===== config.mk =====
export PLATFORM = sky130hd
export DESIGN_NAME = tag_ecc_logger
export DESIGN_NICKNAME = d
export VERILOG_FILES = /design/src/rtl/tag_ecc_pkg.sv /design/src/rtl/tag_ecc_way.sv /design/src/rtl/tag_ecc_capture.sv /design/src/rtl/tag_ecc_logger.sv
export SDC_FILE = /design/constraint.sdc
export NUM_CORES = 1
export LEC_CHECK = 0
export BUFFER_PORTS_ARGS = -buffer_cell sky130_fd_sc_hd__buf_4
export CORE_MARGIN = 2
export CORE_UTILIZATION = 30
export CTS_BUF_LIST = sky130_fd_sc_hd__clkbuf_2 sky130_fd_sc_hd__clkbuf_4 sky130_fd_sc_hd__clkbuf_8
export DETAILED_ROUTE_END_ITERATION = 7
export GPL_TIMING_DRIVEN = 0
export SETUP_SLACK_MARGIN = 0.05
export SLEW_MARGIN = 5
export SYNTH_ARGS = -nofsm -noshare
export SYNTH_HDL_FRONTEND = slang
export SYNTH_SLANG_ARGS = --single-unit

===== constraint.sdc =====
create_clock -name clk_i -period 8.1 [get_ports clk_i]
set_input_delay 1.62 -clock clk_i [delete_from_list [all_inputs] [get_ports clk_i]]
set_output_delay 1.62 -clock clk_i [all_outputs]
set_load 0.02 [all_outputs]

===== src/rtl/tag_ecc_pkg.sv =====
package tag_ecc_pkg;
  localparam int TAG_W     = 19;
  localparam int CHK_W     = 6;
  localparam int POS_W     = CHK_W - 1;
  localparam int CFG_W     = 5;
  localparam int CFG_ECC   = 0;
  localparam int CFG_SIE   = 1;
  localparam int CFG_DIE   = 2;
  localparam int CFG_CSEC  = 3;
  localparam int CFG_CDED  = 4;

  typedef logic [TAG_W-1:0] tag_t;
  typedef logic [CHK_W-1:0] chk_t;

  // position code of data bit i: the i-th non-power-of-two starting at 3
  function automatic logic [POS_W-1:0] bit_code(input int i);
    logic [POS_W-1:0] r;
    int n;
    r = '0;
    n = 0;
    for (int k = 3; k < (1 << POS_W); k++) begin
      if ((k & (k - 1)) != 0) begin
        if (n == i) r = POS_W'(k);
        n++;
      end
    end
    return r;
  endfunction

  function automatic chk_t chk_gen(input tag_t d);
    logic [POS_W-1:0] s;
    s = '0;
    for (int i = 0; i < TAG_W; i++) if (d[i]) s ^= bit_code(i);
    return {^{d, s}, s};
  endfunction
endpackage


===== src/rtl/tag_ecc_way.sv =====
module tag_ecc_way
  import tag_ecc_pkg::*;
(
  input  logic ecc_en_i,
  input  tag_t tag_i,
  input  chk_t chk_i,
  output tag_t tag_o,
  output logic sbe_o,
  output logic dbe_o,
  output chk_t syn_o
);
  chk_t             calc;
  logic [POS_W-1:0] s;
  logic             p;
  tag_t             fix;
  logic             chk_loc;

  always_comb begin
    calc = chk_gen(tag_i);
    s    = calc[POS_W-1:0] ^ chk_i[POS_W-1:0];
    p    = ^{tag_i, chk_i};
  end

  for (genvar i = 0; i < TAG_W; i++) begin : g_fix
    assign fix[i] = (s == bit_code(i));
  end

  // zero or one-hot position code points at a check bit
  assign chk_loc = $onehot0(s);
  assign sbe_o   = ecc_en_i & p & (chk_loc | (|fix));
  assign dbe_o   = ecc_en_i & ~sbe_o & (p | (|s));
  assign syn_o   = ecc_en_i ? {p, s} : '0;
  assign tag_o   = sbe_o ? (tag_i ^ fix) : tag_i;

  always_comb begin
    a_r3_excl_class: assert (!(sbe_o && dbe_o));
    a_r3_one_bit_fix: assert ($countones(tag_o ^ tag_i) <= 1);
  end
endmodule


===== src/rtl/tag_ecc_capture.sv =====
module tag_ecc_capture #(
  parameter int IDX_W = 11,
  parameter int WAY_W = 3,
  parameter int SYN_W = 6
) (
  input  logic             clk_i,
  input  logic             rst_ni,
  input  logic             probe_valid_i,
  input  logic [IDX_W-1:0] idx_i,
  input  logic             sbe_any_i,
  input  logic             dbe_any_i,
  input  logic             hit_err_i,
  input  logic [WAY_W-1:0] hit_way_i,
  input  logic [SYN_W-1:0] hit_syn_i,
  input  logic             clr_sec_i,
  input  logic             clr_ded_i,
  output logic             sec_flag_o,
  output logic             ded_flag_o,
  output logic [IDX_W-1:0] cap_idx_o,
  output logic [WAY_W-1:0] cap_way_o,
  output logic [SYN_W-1:0] cap_syn_o
);
  logic sec_held, ded_held, armed, take;

  assign sec_held = sec_flag_o & ~clr_sec_i;
  assign ded_held = ded_flag_o & ~clr_ded_i;
  assign armed    = ~sec_held & ~ded_held;
  // double-bit replaces anything but an earlier double-bit record
  assign take     = probe_valid_i &
                    ((dbe_any_i & ~ded_held) | (sbe_any_i & ~dbe_any_i & armed));

  always_ff @(posedge clk_i or negedge rst_ni) begin
    if (!rst_ni) begin
      sec_flag_o <= 1'b0;
      ded_flag_o <= 1'b0;
      cap_idx_o  <= '0;
      cap_way_o  <= '0;
      cap_syn_o  <= '0;
    end else begin
      sec_flag_o <= sec_held | (probe_valid_i & sbe_any_i);
      ded_flag_o <= ded_held | (probe_valid_i & dbe_any_i);
      if (take) begin
        cap_idx_o <= idx_i;
        cap_way_o <= hit_err_i ? hit_way_i : '0;
        cap_syn_o <= hit_err_i ? hit_syn_i : '0;
      end
    end
  end

  a_r7_sec_keeps_record: assert property (@(posedge clk_i) disable iff (!rst_ni)
    ($past(sec_flag_o || ded_flag_o) && !$past(clr_sec_i || clr_ded_i) &&
     !$past(probe_valid_i && dbe_any_i)) |-> $stable(cap_idx_o));

  a_r8_ded_keeps_record: assert property (@(posedge clk_i) disable iff (!rst_ni)
    ($past(ded_flag_o) && !$past(clr_ded_i)) |-> ($stable(cap_idx_o) && $stable(cap_syn_o)));

  a_r9_clear_both: assert property (@(posedge clk_i) disable iff (!rst_ni)
    (clr_sec_i && clr_ded_i && !probe_valid_i) |=> (!sec_flag_o && !ded_flag_o));

  a_r11_idle_no_set: assert property (@(posedge clk_i) disable iff (!rst_ni)
    (!probe_valid_i && !sec_flag_o && !ded_flag_o) |=> (!sec_flag_o && !ded_flag_o));
endmodule


===== src/rtl/tag_ecc_logger.sv =====
module tag_ecc_logger
  import tag_ecc_pkg::*;
#(
  parameter int WAYS     = 8,
  parameter int IDX_W    = 11,
  parameter int IDX_LO_W = 10,
  localparam int WAY_W   = $clog2(WAYS),
  localparam int IDX_HI_W = IDX_W - IDX_LO_W
) (
  input  logic                   clk_i,
  input  logic                   rst_ni,
  input  logic                   probe_valid_i,
  input  logic [IDX_W-1:0]       probe_idx_i,
  input  logic [WAY_W-1:0]       hit_way_i,
  input  logic [WAYS*TAG_W-1:0]  tags_i,
  input  logic [WAYS*CHK_W-1:0]  chks_i,
  input  logic                   cfg_we_i,
  input  logic [CFG_W-1:0]       cfg_wdata_i,
  output logic [WAYS*TAG_W-1:0]  tags_o,
  output logic                   sec_flag_o,
  output logic                   ded_flag_o,
  output logic [IDX_LO_W-1:0]    cap_idx_lo_o,
  output logic [IDX_HI_W-1:0]    cap_idx_hi_o,
  output logic [WAY_W-1:0]       cap_way_o,
  output logic [CHK_W-1:0]       cap_syn_o,
  output logic                   irq_o
);
  logic            ecc_en_q, sec_ie_q, ded_ie_q;
  logic [WAYS-1:0] sbe_w, dbe_w;
  chk_t            syn_w [WAYS];
  logic            sbe_any, dbe_any, hit_err;
  logic [IDX_W-1:0] cap_idx;
  logic            clr_sec, clr_ded;

  always_ff @(posedge clk_i or negedge rst_ni) begin
    if (!rst_ni) begin
      ecc_en_q <= 1'b0;
      sec_ie_q <= 1'b0;
      ded_ie_q <= 1'b0;
    end else if (cfg_we_i) begin
      ecc_en_q <= cfg_wdata_i[CFG_ECC];
      sec_ie_q <= cfg_wdata_i[CFG_SIE];
      ded_ie_q <= cfg_wdata_i[CFG_DIE];
    end
  end

  assign clr_sec = cfg_we_i & cfg_wdata_i[CFG_CSEC];
  assign clr_ded = cfg_we_i & cfg_wdata_i[CFG_CDED];

  for (genvar w = 0; w < WAYS; w++) begin : g_way
    tag_ecc_way i_way (
      .ecc_en_i (ecc_en_q),
      .tag_i    (tags_i[w*TAG_W +: TAG_W]),
      .chk_i    (chks_i[w*CHK_W +: CHK_W]),
      .tag_o    (tags_o[w*TAG_W +: TAG_W]),
      .sbe_o    (sbe_w[w]),
      .dbe_o    (dbe_w[w]),
      .syn_o    (syn_w[w])
    );
  end

  assign sbe_any = |sbe_w;
  assign dbe_any = |dbe_w;
  assign hit_err = sbe_w[hit_way_i] | dbe_w[hit_way_i];

  tag_ecc_capture #(
    .IDX_W (IDX_W),
    .WAY_W (WAY_W),
    .SYN_W (CHK_W)
  ) i_capture (
    .clk_i         (clk_i),
    .rst_ni        (rst_ni),
    .probe_valid_i (probe_valid_i),
    .idx_i         (probe_idx_i),
    .sbe_any_i     (sbe_any),
    .dbe_any_i     (dbe_any),
    .hit_err_i     (hit_err),
    .hit_way_i     (hit_way_i),
    .hit_syn_i     (syn_w[hit_way_i]),
    .clr_sec_i     (clr_sec),
    .clr_ded_i     (clr_ded),
    .sec_flag_o    (sec_flag_o),
    .ded_flag_o    (ded_flag_o),
    .cap_idx_o     (cap_idx),
    .cap_way_o     (cap_way_o),
    .cap_syn_o     (cap_syn_o)
  );

  assign cap_idx_lo_o = cap_idx[IDX_LO_W-1:0];
  assign cap_idx_hi_o = cap_idx[IDX_W-1:IDX_LO_W];

  always_ff @(posedge clk_i or negedge rst_ni) begin
    if (!rst_ni) irq_o <= 1'b0;
    else         irq_o <= (sec_flag_o & sec_ie_q) | (ded_flag_o & ded_ie_q);
  end

  a_r10_irq_has_cause: assert property (@(posedge clk_i) disable iff (!rst_ni)
    irq_o |-> ($past(sec_flag_o) || $past(ded_flag_o)));

  a_r5_off_is_silent: assert property (@(posedge clk_i) disable iff (!rst_ni)
    !ecc_en_q |-> (!sbe_any && !dbe_any && (tags_o == tags_i)));

  a_r6_way_needs_syn: assert property (@(posedge clk_i) disable iff (!rst_ni)
    (cap_syn_o == '0) |-> (cap_way_o == '0));
endmodule


[Word level (Yosys, flattened, before mapping)]
Index checks and enable logic that the tools add are counted.
Storage, ports and cells
  input port bits: 223
  register bits after elaboration: 26
  logic and storage cells: 15838
Operators by class
  reduce and logical (&&, ||, !) cells: 226
  order comparisons: 10
  multiplexer cells: 7921
  eq/ne operators: 3752
  $add $sub $neg: 3680
  bitwise operators: 240
Operators with widths (number)
  $mux 32: 3800
  $add 32x2->32 const B: 3648
  $eq 32x5->1 const B: 1600
  $eq 32x4->1 const B: 800
  $eq 32x6->1 const B: 600
  $mux 5: 2576
  $eq 32x3->1 const B: 400
  $eq 32x2->1 const B: 200
  $logic_not 32->1: 200
  $mux 4: 1064
  $mux 3: 457
  $xor 5x5->5: 152
  $eq 5x5->1 const B: 64
  $eq 5x4->1 const B: 56
  $reduce_xor 25->1: 8
  $mux 19: 8
  $reduce_or 19->1: 8
  $xor 19x19->19: 8
  $eq 5x3->1 const B: 24
  $mux 6: 11
  $and 1x1->1: 45
  $eq 5x2->1 const B: 8
  $reduce_or 5->1: 8
  $add 1x1->2: 16
  other kinds (12): 68

[Depth between registers and ports, before layout]
  word-level depth: 104
  gate-level depth with buffers: 20
  depth with buffers taken out: 19

[By module]
From an unflattened synthesis, not the netlist that was laid out.
Second synthesis, totals
  cells, all modules: 1076
  area total of the unflattened synthesis: 10388.7 um^2
By module, submodules not included
  tag_ecc_way (g_way[3].i_way ...): times used 3, area each 1231.2 um^2, cells each 123, sequential area each 0.0 um^2
  tag_ecc_way (g_way[1].i_way ...): times used 2, area each 972.2 um^2, cells each 110, sequential area each 0.0 um^2
  tag_ecc_way (g_way[6].i_way): times used 1, area each 1084.8 um^2, cells each 115, sequential area each 0.0 um^2
  tag_ecc_way (g_way[7].i_way): times used 1, area each 1032.2 um^2, cells each 118, sequential area each 0.0 um^2
  tag_ecc_way (g_way[0].i_way): times used 1, area each 985.9 um^2, cells each 113, sequential area each 0.0 um^2
  tag_ecc_capture: times used 1, area each 969.7 um^2, cells each 75, sequential area each 550.5 um^2
  tag_ecc_logger: times used 1, area each 678.2 um^2, cells each 66, sequential area each 100.1 um^2

[Least setup slack after synthesis]
OpenSTA, ideal clock, no wires.
  path type: input to output
  start point: in tags_i[79]
  end point: out tags_o[82]
  slack: 1.053 ns
  data required time: 6.480 ns
  cell stages on the path: 17
  arrival: 5.427 ns
  cell sequence: xnor3_1 -> xnor3_1 -> xnor3_1 -> inv_1 -> ha_1 -> inv_1 -> fa_1 -> inv_1 -> fa_1 -> o21ai_0 -> nor2_1 -> o2111ai_1 -> o2111ai_1 -> nor2b_1 -> and2_1 -> nand2_1 -> xnor2_1
On the way
  cells in the longest elaborated chain, start to end: 39
Ends and longest elaborated chain
  start, declared: line tag_ecc_logger.sv:15  | input logic [WAYS*TAG_W-1:0] tags_i,
  $mux 5
  $xor 5x5->5
  $mux 5
  $xor 5x5->5
  $mux 5
  $xor 5x5->5
  $mux 5
  $xor 5x5->5
  (+23 left out)
  $xor 5x5->5
  $add 1x1->2
  $add 3x3->3
  $add 3x1->3
  $le 3x1->1
  $or 1x1->1
  $and 1x1->1
  $mux 19 *
  end, declared: line tag_ecc_logger.sv:19  | output logic [WAYS*TAG_W-1:0] tags_o,
Every way passes the cells marked *; elsewhere a longest branch is shown, timed or not.

[Worst setup path in the final report]
  start point: in tags_i[72]
  end point: out tags_o[73]
On the way
  cells in the longest elaborated chain, start to end: 15
Ends and longest elaborated chain
  $mux 5
  $xor 5x5->5
  $mux 5
  $xor 5x5->5
  $mux 5
  $xor 5x5->5
  $mux 5
  $xor 5x5->5
  $add 1x1->2
  $add 3x3->3
  $add 3x1->3
  $le 3x1->1
  $or 1x1->1
  $and 1x1->1
  $mux 19 *
Marks and branches as above.

==> run summary <==
The flow ran to the end, and the final reports show no timing, DRC or antenna violations. For this design the static power due to leakage is 0.00580 uW. The tool flagged a number of max-cap violations equal to 0. The count of nets after finishing is 1,836, and the width of the die is 183 um. The detail route stage leaves a number of antenna-violating nets equal to 0. The via density per instance works out to 4.72. Setup repair after global routing left no endpoint under its margin. The clock net in this run drives a total of 26 sinks.

Once layout is complete, the utilization of the core stands at 41.8%. The area share of the leading cell type in the synthesized netlist is 34.0%. The filler cells instantiated in the layout total 3,193. Headroom to the max-slew limit came out at 48.9%.

The pre-antenna-repair detailed-routing pass consisted of 5 iterations. The area growth from synthesis to layout came out at 37.4%. The tightest min-delay check is of the flop to flop type.

Routed signal wires occupy layers up through met5. The detailed router put a total of 13,900 um of wire on met1. The average size of a mapped cell works out to 8.57 sq um. The core region is 31,600 sq um.

The detailed router finished its first iteration with 425 violations. The ratio of total power to cell area is 285 nW/um^2, and the fraction of the cycle the final worst path needs is 95.2%. The height of the chip is 183 um. Broken down by cell family, the worst path's largest delay share belongs to XOR/XNOR gates.

The average wire length per cell after detail routing was 17.0 um. The cell that appears most often on the critical path is xnor2_1. The clock buffer count from CTS came out at 3. Ranked by instance count, the synthesized netlist is headed by xnor2_1 (373), nand2_1 (99), nand3_1 (89).

For this run, design rule violations remaining after detail routing come to 0. The net count after synthesis is 1,432. Hold is met by 0.503 ns. For this run, the slowest stage of the critical path takes 0.51 ns. Sorting the synthesized cells by area gives the leading types as xnor2_1 (34%), ha_1 (9.4%), xor2_1 (7.7%). The run gives 0 as the final count of pins violating max slew. Counting flops with a built-in enable in the synthesized netlist gives 0. After clock tree synthesis, the flow added hold-fix buffers numbering 0. For this run, the number of Yosys warnings is 0.

The required time of the critical path was 6.48 ns; the worst path buffer plus inverter count was 4. On the critical path, the stage with the largest delay is an instance of nor2_1. Of all nets on the critical path, the largest fanout is 8. Traced cell by cell, the critical path runs through buf_4, xnor2_1, xnor2_1, xnor2_1, xnor2_1, inv_1, ha_1, fa_1, inv_1, fa_1, nor2_1, a211oi_1, o2111ai_1, o2111ai_1, nor2_1, nand3_1, xnor2_1, buf_4. 398 I/O pins were placed. Counting along the longest clock path gives a buffer depth of 2. The worst setup path is of the primary input to output port kind. The tools report the placer congestion estimate as 0.890.

The count of vias placed by the detailed router was 9,107. The overall global routing resource usage was 18.4%. TritonCTS built the clock tree. Counting cells, the worst reg-to-reg path comes to 7. The worst hold path depth came out at 1. The startpoint identified for the worst register-to-register timing path is ecc_en_q$_DFFE_PN0P_.

Once detailed placement completed, the half-perimeter wirelength came to 28,300 um. The via count of the first global-routing pass is 9,175. The floorplan step defined a die boundary enclosing 33,500 sq um. Sequential elements use 6.78% of the synthesized area. The tools report the netlist area before placement as 9600 sq um. The run gives 0 as the number of hold-slack violations in the final timing report.

In the detailed route, the total length drawn on met2 is 16,300 um. Global routing finished with a remaining overflow of 0. Yosys instantiated no cell more often than xnor2_1. The tools report the source of the worst hold timing path as ded_ie_q$_DFFE_PN0P_. The floorplan row count was 65. Based on the critical path, the design can be clocked at up to 0.130 GHz. OpenSTA, run right after detailed placement, puts the worst setup slack at 0.242 ns. For the CTS H-tree depth, the log shows 1. The synthesized design spends more area on one cell type than any other, namely xnor2_1. The number of flip-flops and latches in the synthesized netlist is 26, and the clock latency on the worst-skew pair is 0.29 ns.

Setup violations remaining at the end of the flow were counted as 0. After synthesis, the share of flip-flops with an asynchronous set or reset is 100%. In the detailed route, the total length drawn on met3 is 1780 um. IR analysis of the VDD net gives a maximum drop of 95.1 uV. The synthesized instance count was 1,121.

The count of unique library cells instantiated by Yosys is 62, and the reg2reg setup slack is 5.24 ns. The slew at the pin with the worst max-slew slack is 0.761 ns, and the worst setup skew after layout is 0.00571 ns. The reg-to-reg endpoint is i_capture.cap_idx_o[4]$_DFFE_PN0P_. The worst setup path is captured at an output port. Overall power consumption after layout is estimated at 3760 uW. After layout, the worst setup slack is 0.387 ns. The arrival time of data at the critical path endpoint is 6.09 ns. The initial core utilization was 30.4%. The number of antenna violations at the first check in global routing is 3, and the number of I/O port buffers is 397. The proportion of layout cells with a drive suffix above 1 was 29.3%.

For this run, the leading register cell type out of synthesis is dfrtp_1. The worst setup path is launched from a primary input. Entering global routing, the biggest net connects 27 pins. The clock-pin transition on the worst setup and hold timing paths was 0.10 ns. Summed over all failing endpoints, the final setup total negative slack is 0 ns. Wire length reported by the detailed router: 32,800 um.

The path with the worst hold slack has its endpoint at irq_o$_DFF_PN0_. The worst path needs 7.71 ns of the cycle, external delays included. The clock root buffer is clkbuf_8.

First-pass GRT wire length: 49,100 um.
==> logic make-up after synthesis <==
family,count (synthesis),synth area share (%)
AOI/OAI and AO/OA,88,6.06
DFF,26,6.78
xor gates and xnor gates,489,49.2
buffers and inverters,104,4.30
and+or+nand+nor,281,13.9
muxes,45,7.06
adders and majority gates,88,12.7
==> layer usage <==
layer | GRT usage [%] | up-vias
li1 | - | 4476
met1 | 23.3 | 4276
met2 | 33.7 | 313
met3 | 1.87 | 40
met4 | 4.16 | 2
met5 | 0 | -
==> placed cells by master, fill, tap and decap left out, types with 6 or more instances in the layout <==
cell type / netlist / final
a21oi_1: 20 / 20
and2_1: 13 / 13
and3_1: 9 / 9
buf_4: 0 / 399
clkbuf_1: 35 / 35
dfrtp_1: 26 / 26
fa_1: 16 / 16
ha_1: 72 / 72
inv_1: 62 / 62
mux2_4: 14 / 14
mux2i_1: 13 / 13
mux4_2: 12 / 12
nand2_1: 99 / 99
nand3_1: 89 / 89
nand4_1: 6 / 6
nor2_1: 32 / 31
nor3_1: 9 / 9
o21ai_0: 21 / 21
o22ai_1: 6 / 6
o31ai_1: 11 / 11
xnor2_1: 373 / 373
xnor3_1: 28 / 28
xor2_1: 84 / 83
==> power breakdown <==
part	switching, uW	leakage (uW)	internal (uW)	total [uW]
sequential	36.1	0.000315	183	219
clock	48.0	0.0000357	66.3	114
combinational	2030	0.00545	1390	3430
total	2120	0.00580	1640	3760
==> metrics by stage <==
step / cell area [sq um] / cells
5_1_grt: 13200 / 1927
3_5_place_dp: 13100 / 1920
2_1_floorplan: 9600 / 1121
3_3_place_gp: 13100 / 1920
6_report: 13200 / 1928
4_1_cts: 13200 / 1924
==> flip-flops by register name, indices dropped and copies added, names as in the netlist <==
signal / count
i_capture.cap_syn_o: 6
i_capture.cap_way_o: 3
i_capture.ded_flag_o: 1
ecc_en_q: 1
irq_o: 1
ded_ie_q: 1
i_capture.cap_idx_o: 11
i_capture.sec_flag_o: 1
sec_ie_q: 1
==> worst max-delay path by stage <==
stage                start     endpoint  slack (ns)  cells after the start
5_1_grt        tags_i[124]  tags_o[127]        0.07                     19
2_1_floorplan   tags_i[79]   tags_o[82]        1.05                     17
3_3_place_gp    tags_i[90]   tags_o[84]        0.27                     19
3_5_place_dp    tags_i[90]   tags_o[84]        0.24                     19
6_report        tags_i[72]   tags_o[73]        0.39                     18
4_1_cts         tags_i[90]   tags_o[84]        0.23                     19
==> what timing repair did <==
| item | in CTS | in global routing |
|---|---|---|
| endpoints found under the setup margin | 0 | 22 |
| buffers inserted | 0 | 2 |
| resized for setup | 0 | 4 |
==> cell type report <==
| class | count | area, sq um | area share (%) |
|---|---|---|---|
| Multi-Input combinational cell | 991 | 8550 | 64.8 |
| Sequential cell | 26 | 651 | 4.93 |
| Buffer | 41 | 176 | 1.34 |
| Tap cell | 402 | 503 | 3.81 |
| Timing Repair Buffer | 399 | 3000 | 22.7 |
| Clock buffer | 3 | 41.3 | 0.313 |
| Inverter | 63 | 236 | 1.79 |
| Clock inverter | 1 | 30.0 | 0.228 |
| Antenna cell | 2 | 5.00 | 0.0379 |
No activity file was read; power rests on OpenSTA's default activity.
